File: src/rtl/sdp_pkg.sv
package sdp_pkg;

  // register offsets
  localparam logic [7:0] OFS_MODE = 8'h00;
  localparam logic [7:0] OFS_STAT = 8'h20;
  localparam logic [7:0] OFS_DBG  = 8'h34;
  localparam logic [7:0] OFS_CFG  = 8'h38;
  localparam logic [7:0] OFS_BSZ  = 8'h3C;
  localparam logic [7:0] OFS_DATA = 8'h40;
  localparam logic [7:0] OFS_BCNT = 8'h50;

  // status and config bit positions
  localparam int ST_DATA     = 0;
  localparam int ST_DIRQ     = 8;
  localparam int ST_BIRQ     = 9;
  localparam int CF_DIRQ_EN  = 4;
  localparam int CF_BIRQ_EN  = 8;

  localparam logic [31:0] DBG_RESET   = 32'h0000_C60F;
  localparam logic [3:0]  STATE_DATA  = 4'h1;
  localparam logic [3:0]  STATE_PWRDN = 4'hF;

  // place a byte into a given lane of a partial word
  function automatic logic [31:0] lane_merge(input logic [31:0] acc,
                                             input logic [7:0]  b,
                                             input logic [1:0]  lane);
    return acc | (32'(b) << {lane, 3'b000});
  endfunction

  // software write to the debug register: a power-down code is not kept
  function automatic logic [31:0] dbg_sanitize(input logic [31:0] w);
    logic [31:0] r;
    r = w;
    if (w[3:0] == STATE_PWRDN) r[3:0] = 4'h0;
    return r;
  endfunction

  // debug read view: live fill level replaces bits 8:4
  function automatic logic [31:0] dbg_view(input logic [31:0] q,
                                           input logic [4:0]  lvl);
    return {q[31:9], lvl, q[3:0]};
  endfunction

  // status read view from three stored bits {block, data irq, data flag}
  function automatic logic [31:0] stat_view(input logic [2:0] s);
    logic [31:0] r;
    r = '0;
    r[ST_DATA] = s[0];
    r[ST_DIRQ] = s[1];
    r[ST_BIRQ] = s[2];
    return r;
  endfunction

endpackage

File: src/rtl/sdp_word_fifo.sv
module sdp_word_fifo #(
  parameter int DEPTH = 16,
  parameter int W     = 32,
  localparam int AW   = $clog2(DEPTH),
  localparam int LW   = $clog2(DEPTH + 1)
) (
  input  logic          clk,
  input  logic          rst_n,
  input  logic          push,
  input  logic [W-1:0]  push_data,
  input  logic          pop,
  output logic [W-1:0]  head,
  output logic          full,
  output logic          empty,
  output logic [LW-1:0] level
);

  logic [W-1:0]  mem [DEPTH];
  logic [AW-1:0] wr_ptr, rd_ptr;
  logic          push_ok, pop_ok;

  function automatic logic [AW-1:0] ptr_step(input logic [AW-1:0] p);
    return (p == AW'(DEPTH - 1)) ? '0 : p + 1'b1;
  endfunction

  assign full    = (level == LW'(DEPTH));
  assign empty   = (level == '0);
  assign push_ok = push & ~full;
  assign pop_ok  = pop & ~empty;
  assign head    = mem[rd_ptr];

  always_ff @(posedge clk) begin
    if (push_ok) mem[wr_ptr] <= push_data;
  end

  always_ff @(posedge clk or negedge rst_n) begin
    if (!rst_n) begin
      wr_ptr <= '0;
      rd_ptr <= '0;
      level  <= '0;
    end else begin
      if (push_ok) wr_ptr <= ptr_step(wr_ptr);
      if (pop_ok)  rd_ptr <= ptr_step(rd_ptr);
      case ({push_ok, pop_ok})
        2'b10:   level <= level + 1'b1;
        2'b01:   level <= level - 1'b1;
        default: level <= level;
      endcase
    end
  end

  // fill level never exceeds the depth
  a_r1_level_bound: assert property (@(posedge clk) disable iff (!rst_n)
    level <= LW'(DEPTH));

  // a push into a full FIFO without a pop leaves the level alone
  a_r1_full_push_dropped: assert property (@(posedge clk) disable iff (!rst_n)
    (full && push && !pop) |=> (level == LW'(DEPTH)));

  // a pop on an empty FIFO does not change the level
  a_r2_empty_pop_held: assert property (@(posedge clk) disable iff (!rst_n)
    (empty && pop && !push) |=> (level == '0));

endmodule

File: src/rtl/sdp_rx_packer.sv
module sdp_rx_packer
  import sdp_pkg::*;
(
  input  logic        clk,
  input  logic        rst_n,
  input  logic        restart,
  input  logic        enable,
  input  logic        last_byte,
  input  logic        fifo_full,
  input  logic        rx_valid,
  input  logic [7:0]  rx_data,
  output logic        rx_ready,
  output logic        byte_take,
  output logic        word_push,
  output logic [31:0] word_out
);

  logic [31:0] acc;
  logic [1:0]  lane;

  always_comb begin
    rx_ready  = enable & ~fifo_full;
    byte_take = rx_valid & rx_ready;
    word_out  = lane_merge(acc, rx_data, lane);
    word_push = byte_take & ((lane == 2'd3) | last_byte);
  end

  always_ff @(posedge clk or negedge rst_n) begin
    if (!rst_n) begin
      acc  <= '0;
      lane <= '0;
    end else if (restart) begin
      acc  <= '0;
      lane <= '0;
    end else if (byte_take) begin
      if (word_push) begin
        acc  <= '0;
        lane <= '0;
      end else begin
        acc  <= word_out;
        lane <= lane + 1'b1;
      end
    end
  end

  // a word pushed before its fourth lane only at the end of the count
  a_r5_partial_only_at_end: assert property (@(posedge clk) disable iff (!rst_n)
    (word_push && lane != 2'd3) |-> last_byte);

  // lanes below the current one keep their earlier bytes while idle
  a_r4_acc_held: assert property (@(posedge clk) disable iff (!rst_n)
    (!byte_take && !restart) |=> $stable(acc));

endmodule

File: src/rtl/sdp_tx_unpacker.sv
module sdp_tx_unpacker (
  input  logic        clk,
  input  logic        rst_n,
  input  logic        restart,
  input  logic        enable,
  input  logic        fifo_empty,
  input  logic [31:0] fifo_head,
  input  logic        bus_pop,
  input  logic        tx_ready,
  output logic        tx_valid,
  output logic [7:0]  tx_data,
  output logic        word_pop,
  output logic        byte_sent
);

  logic [31:0] shreg;
  logic [2:0]  left;

  always_comb begin
    word_pop  = enable & (left == '0) & ~fifo_empty & ~bus_pop;
    tx_valid  = enable & (left != '0);
    tx_data   = shreg[7:0];
    byte_sent = tx_valid & tx_ready;
  end

  always_ff @(posedge clk or negedge rst_n) begin
    if (!rst_n) begin
      shreg <= '0;
      left  <= '0;
    end else if (restart) begin
      shreg <= '0;
      left  <= '0;
    end else if (word_pop) begin
      shreg <= fifo_head;
      left  <= 3'd4;
    end else if (byte_sent) begin
      shreg <= {8'h00, shreg[31:8]};
      left  <= left - 1'b1;
    end
  end

  // an offered byte is held until the card takes it
  a_r7_hold_offer: assert property (@(posedge clk) disable iff (!rst_n)
    (tx_valid && !tx_ready && !restart && enable) |=> $stable(tx_data));

  // no new word is taken while bytes of the last one are pending
  a_r7_drain_first: assert property (@(posedge clk) disable iff (!rst_n)
    tx_valid |-> !word_pop);

endmodule

File: src/rtl/sd_fifo_packer.sv
module sd_fifo_packer
  import sdp_pkg::*;
#(
  parameter int FIFO_DEPTH = 16,
  parameter int BSZ_W      = 12,
  parameter int BCNT_W     = 10,
  parameter int ADDR_W     = 8,
  localparam int CNT_W     = BSZ_W + BCNT_W,
  localparam int LW        = $clog2(FIFO_DEPTH + 1)
) (
  input  logic              clk,
  input  logic              rst_n,
  input  logic              reg_wr,
  input  logic              reg_rd,
  input  logic [ADDR_W-1:0] reg_addr,
  input  logic [31:0]       reg_wdata,
  output logic [31:0]       reg_rdata,
  input  logic              card_rx_valid,
  input  logic [7:0]        card_rx_data,
  output logic              card_rx_ready,
  output logic              card_tx_valid,
  output logic [7:0]        card_tx_data,
  input  logic              card_tx_ready,
  output logic              irq
);

  // register state
  logic [1:0]        mode_q;
  logic [31:0]       cfg_q;
  logic [BSZ_W-1:0]  bsz_q;
  logic [BCNT_W-1:0] bcnt_q;
  logic [31:0]       dbg_q;
  logic [2:0]        stat_q;     // {block irq, data irq, data flag}
  logic [CNT_W-1:0]  remain_q;
  logic [BSZ_W-1:0]  blk_left_q;

  // decoded accesses
  logic wr_mode_sel, wr_stat, wr_dbg, wr_cfg, wr_bsz, wr_data, wr_bcnt;
  logic rd_data;
  logic rx_mode, tx_mode;

  // internal events, named for the assertions
  logic count_load, rx_take, tx_sent, byte_evt, done_evt;
  logic rx_push, tx_pop, word_evt, blk_evt;

  // FIFO interface
  logic        fifo_push, fifo_pop, fifo_full, fifo_empty;
  logic [31:0] fifo_wdata, fifo_head, rx_word;
  logic [LW-1:0] fifo_level;

  always_comb begin
    wr_mode_sel = reg_wr && (reg_addr == ADDR_W'(OFS_MODE));
    wr_stat     = reg_wr && (reg_addr == ADDR_W'(OFS_STAT));
    wr_dbg      = reg_wr && (reg_addr == ADDR_W'(OFS_DBG));
    wr_cfg      = reg_wr && (reg_addr == ADDR_W'(OFS_CFG));
    wr_bsz      = reg_wr && (reg_addr == ADDR_W'(OFS_BSZ));
    wr_data     = reg_wr && (reg_addr == ADDR_W'(OFS_DATA));
    wr_bcnt     = reg_wr && (reg_addr == ADDR_W'(OFS_BCNT));
    rd_data     = reg_rd && (reg_addr == ADDR_W'(OFS_DATA));
    rx_mode     = mode_q[0];
    tx_mode     = mode_q[1] & ~mode_q[0];
    count_load  = wr_bcnt;
  end

  sdp_rx_packer u_rx (
    .clk       (clk),
    .rst_n     (rst_n),
    .restart   (count_load),
    .enable    (rx_mode && (remain_q != '0)),
    .last_byte (remain_q == CNT_W'(1)),
    .fifo_full (fifo_full),
    .rx_valid  (card_rx_valid),
    .rx_data   (card_rx_data),
    .rx_ready  (card_rx_ready),
    .byte_take (rx_take),
    .word_push (rx_push),
    .word_out  (rx_word)
  );

  sdp_tx_unpacker u_tx (
    .clk        (clk),
    .rst_n      (rst_n),
    .restart    (count_load),
    .enable     (tx_mode && (remain_q != '0)),
    .fifo_empty (fifo_empty),
    .fifo_head  (fifo_head),
    .bus_pop    (rd_data),
    .tx_ready   (card_tx_ready),
    .tx_valid   (card_tx_valid),
    .tx_data    (card_tx_data),
    .word_pop   (tx_pop),
    .byte_sent  (tx_sent)
  );

  // packer has priority over a software push in the same cycle
  always_comb begin
    fifo_push  = rx_push | wr_data;
    fifo_wdata = rx_push ? rx_word : reg_wdata;
    fifo_pop   = rd_data | tx_pop;
    byte_evt   = rx_take | tx_sent;
    done_evt   = byte_evt && (remain_q == CNT_W'(1)) && !count_load;
    word_evt   = rx_push | tx_pop;
    blk_evt    = tx_sent && (bsz_q != '0) && (blk_left_q == BSZ_W'(1));
  end

  sdp_word_fifo #(.DEPTH(FIFO_DEPTH), .W(32)) u_fifo (
    .clk       (clk),
    .rst_n     (rst_n),
    .push      (fifo_push),
    .push_data (fifo_wdata),
    .pop       (fifo_pop),
    .head      (fifo_head),
    .full      (fifo_full),
    .empty     (fifo_empty),
    .level     (fifo_level)
  );

  // transfer length and per-block position
  always_ff @(posedge clk or negedge rst_n) begin
    if (!rst_n) begin
      remain_q   <= '0;
      blk_left_q <= '0;
    end else if (count_load) begin
      remain_q   <= CNT_W'(bsz_q) * CNT_W'(reg_wdata[BCNT_W-1:0]);
      blk_left_q <= bsz_q;
    end else begin
      if (byte_evt) remain_q <= remain_q - 1'b1;
      if (tx_sent) blk_left_q <= (blk_left_q <= BSZ_W'(1)) ? bsz_q : blk_left_q - 1'b1;
    end
  end

  // software-visible registers
  always_ff @(posedge clk or negedge rst_n) begin
    if (!rst_n) begin
      mode_q <= '0;
      cfg_q  <= '0;
      bsz_q  <= '0;
      bcnt_q <= '0;
      dbg_q  <= DBG_RESET;
      stat_q <= '0;
    end else begin
      if (wr_mode_sel) mode_q <= reg_wdata[1:0];
      if (wr_cfg)      cfg_q  <= reg_wdata;
      if (wr_bsz)      bsz_q  <= reg_wdata[BSZ_W-1:0];
      if (wr_bcnt)     bcnt_q <= reg_wdata[BCNT_W-1:0];
      if (wr_dbg)      dbg_q  <= dbg_sanitize(reg_wdata);
      if (done_evt)    dbg_q[3:0] <= STATE_DATA;
      // clear by writing ones, then hardware sets win
      stat_q <= (stat_q & ~({3{wr_stat}} &
                 {reg_wdata[ST_BIRQ], reg_wdata[ST_DIRQ], reg_wdata[ST_DATA]}))
              | {blk_evt & cfg_q[CF_BIRQ_EN],
                 word_evt & cfg_q[CF_DIRQ_EN],
                 word_evt};
    end
  end

  always_comb begin
    unique case (reg_addr)
      ADDR_W'(OFS_MODE): reg_rdata = {30'b0, mode_q};
      ADDR_W'(OFS_STAT): reg_rdata = stat_view(stat_q);
      ADDR_W'(OFS_DBG):  reg_rdata = dbg_view(dbg_q, 5'(fifo_level));
      ADDR_W'(OFS_CFG):  reg_rdata = cfg_q;
      ADDR_W'(OFS_BSZ):  reg_rdata = 32'(bsz_q);
      ADDR_W'(OFS_BCNT): reg_rdata = 32'(bcnt_q);
      ADDR_W'(OFS_DATA): reg_rdata = fifo_empty ? 32'h0 : fifo_head;
      default:           reg_rdata = 32'h0;
    endcase
    irq = stat_q[1] | stat_q[2];
  end

  // every moved byte lowers the count by exactly one
  a_r3_count_step: assert property (@(posedge clk) disable iff (!rst_n)
    (byte_evt && !count_load) |=> (remain_q == $past(remain_q) - 1'b1));

  // the packer never takes a byte while the FIFO is full
  a_r6_no_take_when_full: assert property (@(posedge clk) disable iff (!rst_n)
    rx_take |-> !fifo_full);

  // no byte is offered to the card once the count is used up
  a_r7_tx_needs_count: assert property (@(posedge clk) disable iff (!rst_n)
    card_tx_valid |-> (remain_q != '0));

  // a card-side word movement raises the data flag
  a_r8_flag_follows_word: assert property (@(posedge clk) disable iff (!rst_n)
    word_evt |=> stat_q[0]);

  // the final byte moves the debug state to data mode
  a_r10_done_state: assert property (@(posedge clk) disable iff (!rst_n)
    done_evt |=> (dbg_q[3:0] == STATE_DATA && remain_q == '0));

  // an empty data read returns zero
  a_r2_empty_read_zero: assert property (@(posedge clk) disable iff (!rst_n)
    (rd_data && fifo_empty) |-> (reg_rdata == 32'h0));

endmodule

File: config.mk
export PLATFORM = sky130hd
export DESIGN_NAME = sd_fifo_packer
export DESIGN_NICKNAME = d
export VERILOG_FILES = /design/src/rtl/sdp_pkg.sv /design/src/rtl/sdp_word_fifo.sv /design/src/rtl/sdp_rx_packer.sv /design/src/rtl/sdp_tx_unpacker.sv /design/src/rtl/sd_fifo_packer.sv
export SDC_FILE = /design/constraint.sdc
export NUM_CORES = 1
export LEC_CHECK = 0
export BUFFER_PORTS_ARGS = -buffer_cell sky130_fd_sc_hd__buf_2
export CELL_PAD_IN_SITES_DETAIL_PLACEMENT = 1
export CELL_PAD_IN_SITES_GLOBAL_PLACEMENT = 2
export CORE_ASPECT_RATIO = 0.6
export CORE_UTILIZATION = 46
export DETAILED_ROUTE_END_ITERATION = 6
export PLACE_DENSITY_LB_ADDON = 0.05
export RECOVER_POWER = 100
export SLEW_MARGIN = 20
export SYNTH_ARGS = -nofsm -noshare
export SYNTH_HDL_FRONTEND = slang
export SYNTH_SLANG_ARGS = --single-unit
File: constraint.sdc
create_clock -name clk -period 5.6 [get_ports clk]
set_input_delay 0.56 -clock clk [delete_from_list [all_inputs] [get_ports clk]]
set_output_delay 0.56 -clock clk [all_outputs]
set_load 0.005 [all_outputs]
==> summary.txt <==
Yosys
  – Synth Register Bits: roughly 710
  – Asr flop ratio synth: 28.3%
  – Distinct cell type count after synthesis: 81
  – Syn. warnings: 0
  – Top_reg_cell synth: edfxtp_1
  – Mapped Cells: approximately 2,400
  – Syn Area/Cell: about 14 sq um
  – Syn_nets: ~2,600
  – Synthesized area: 34,100 sq um
  – Post-synth EDFFs: about 500
  – Post-synthesis sequential area ratio: 60.0%

Timing
  – Achievable clock frequency: 186 MHz
  – Final period util: between 90% and 100%
  – Final Hold Viols: 0
  – Clock Skew: just over 0.03 ns
  – Hold_ws: 0.207 ns
  – Final worst slack: 0.235 ns
  – Final setup viols: 0
  – Min Clock Period, post-route: approximately 5.4 ns
  – Setup TNS: 0 ns
  – Fin. max-slew vios: around 390
  – Rel. slew slack: -181%
  – Worst-Margin Slew: 4.22 ns
  – Unrepaired setup endpoints after global routing: no

Placement
  – HPWL Detailed: 69,900 um
  – GP Congestion: 0.870
  – IO buf count: 96
  – Area of placed instances: 35,900 sq um
  – Post-Place Worst Slack: 0.0522 ns
  – Cells after DPL: 3,380

Min path
  – HP Start: reg_wdata[29]
  – Hold EP: cfg_q[29]
  – Hold Crit Class: input pin to flip-flop
  – Worst hold path stage count: 2

Floorplanning
  – DIE WIDTH: between 300 and 400 um
  – Row count: 76
  – Full die area: ~75,000 sq um
  – # IOs: between 90 and 100
  – CORE AREA: between 70,000 and 80,000 sq um
  – Die height: between 200 and 250 um
  – Initial Utilization: 47.0%

Route
  – DRT Wirelength: roughly 100,000 um
  – 1st-iter DRT viols: just under 2,000
  – Final antenna-violating net count: 0
  – Via density: around 6.0
  – First drt pass iteration count: 7
  – Vias post-DR: 21,100
  – Wire per inst: approximately 29 um
  – Residual DRC: 5

Critical path
  – Crit Path Class: flip-flop to flip-flop
  – Reg2Reg Depth: 17
  – FF-to-FF Start: bsz_q[8]
  – Crit path DAT: between 5 and 6 ns
  – Worst-path fanout max: 9
  – CP startpoint kind: flip-flop
  – Critical path required time: between 6 and 7 ns
  – R2R Setup Slk: between 0.2 and 0.25 ns
  – End of the worst register-to-register path: remain_q[20]
  – Endpoint type of the worst setup path: flip-flop

GRT
  – GRT Total Usage: ~28%
  – Remaining Overflow, GRT: 0
  – Pin count of the biggest net entering global routing: 126
  – First-pass GRT wire length: around 150,000 um
  – Initial antenna violation count: 9
  – Vias in the first global route: 22,000

Final layout
  – Fin area: between 30,000 and 40,000 sq um
  – Fillers: about 7,000
  – Most common cell after layout, fill and taps aside: edfxtp_1
  – Fin cells: between 3,000 and 4,000
  – Final core occ: between 50% and 60%
  – Final nets: between 2,000 and 3,000
  – Most frequent cells in the layout: edfxtp_1, dfrtp_1, a21oi_1, nor2_1, nand2_1
  – Area growth, synth to finish: 11.4%
  – Share of cells above drive strength 1: a little over a fifth

Pwr
  – PD cells: between 300 and 400 nW/um^2
  – Pleak: approximately 14 nW
  – Total Power: roughly 14 mW
  – Maximum vdd drop: roughly 0.24 mV

CTS
  – Max clock buf depth: 3
  – Root buf cell: clkbuf_16
  – CTS Sinks: 714
  – CTS Buf Count: a little under 70
  – Clock-pin slew on the worst setup and hold paths: approximately 0.060 ns
  – H-tree Lvls: 3
  – Later-pin clock latency in the skew report: about 0.64 ns
  – CTS tree: done

Outcome
  – Run status: finished with violations
  – Violated checks: DRC, capacitance limit, slew limit

Flow run
  – MaxCap Viol Count: 11
kinds of logic (layout without fill, tap and decap cells):
family / Yosys count / count (layout) / synth area share (%)
flip-flops: 714 / 714 / 60.0
XOR/XNOR: 44 / 44 / 1.13
AND/OR/NAND/NOR: 537 / 537 / 7.71
buffers and inverters: 256 / 415 / 3.23
other: 0 / 1 / 0
adder cells (fa/ha/maj): 153 / 153 / 7.36
multiplexers: 289 / 289 / 13.6
AO/OA/AOI/OAI: 385 / 385 / 6.98
registers in the layout (all words and copies together) (netlist names), 3 cells and up:
name and cells:
remain_q 22, u_fifo.rd_ptr 4, u_fifo.mem 512, bsz_q 12, u_rx.acc 32, u_tx.left 3
bcnt_q 10, stat_q 3, dbg_q 27, u_fifo.level 5, blk_left_q 12, cfg_q 32
u_tx.shreg 32, u_fifo.wr_ptr 4
layout make-up:
class	instances	area [sq um]	area share, %
sequential	714	20400	53.9
multi-input combinational	1408	12600	33.1
clock buffer	83	1800	4.74
tap	975	1220	3.21
timing repair buffer	187	1060	2.80
clock inverter	45	490	1.29
inverter	100	375	0.989
antenna	1	2.50	0.00659
critical path: stages (launching register included):
cell and delay, ns:
dfrtp_1 0.62, nand2_1 0.15, fa_1 0.56, inv_1 0.05, fa_1 0.48, fa_1 0.47
fa_1 0.51, inv_1 0.05, fa_1 0.47, inv_1 0.04, ha_1 0.30, a21o_1 0.21
a21o_1 0.23, a221oi_1 0.40, o2111ai_1 0.16, a31oi_1 0.24, xor2_1 0.17, o21ai_0 0.08
per-layer routing:
layer	up-vias	track usage, %	part of all wire [%]
met1	11300	44.9	49
met4	8	5.22	1.6
met5	-	0	0.048
met3	129	6.82	8.1
li1	9014	-	-
met2	730	38.2	41
report_power, final:
group / switching, mW / total [mW] / internal [mW]
combinational: 1.40 / 2.46 / 1.06
sequential: 0.337 / 6.32 / 5.98
clock: 2.11 / 4.81 / 2.70
timing repair:
| item | 4_1_cts | 5_1_grt |
|---|---|---|
| hold buffers | 1 | 0 |
| setup buffers | 0 | 0 |
| resized for setup | 0 | 1 |
| setup endpoints to repair | 0 | 2 |
| endpoints found under the hold margin | 71 | 0 |
worst max-delay path by stage:
stage,from,end,depth (start not counted),slack [ns]
after global routing,bsz_q[8],remain_q[20],17,0.008
after CTS,bsz_q[10],remain_q[21],17,0.18
final,bsz_q[8],remain_q[20],17,0.24
after global placement,reg_wdata[1],remain_q[21],20,0.08
after detailed placement,reg_wdata[1],remain_q[21],18,0.05
after floorplan,reg_wdata[1],remain_q[20],19,0.18
Yosys cell counts, types with 20 or more instances:
cell / n / area, sq um
edfxtp_1: 512 / 15400
dfrtp_1: 194 / 4850
a21oi_1: 177 / 886
nor2_1: 170 / 638
nand2_1: 147 / 552
mux4_2: 128 / 2880
mux2_2: 115 / 1290
inv_1: 100 / 375
clkbuf_1: 79 / 297
fa_1: 79 / 1580
and2_1: 78 / 488
ha_1: 74 / 926
o21ai_0: 64 / 320
mux2i_1: 46 / 460
buf_2: 39 / 195
a211oi_1: 31 / 233
a22oi_1: 30 / 225
nand3_1: 26 / 130
nor3_1: 26 / 130
xnor2_1: 26 / 228
buf_1: 20 / 75.1
No activity file was read; power rests on OpenSTA's default activity.
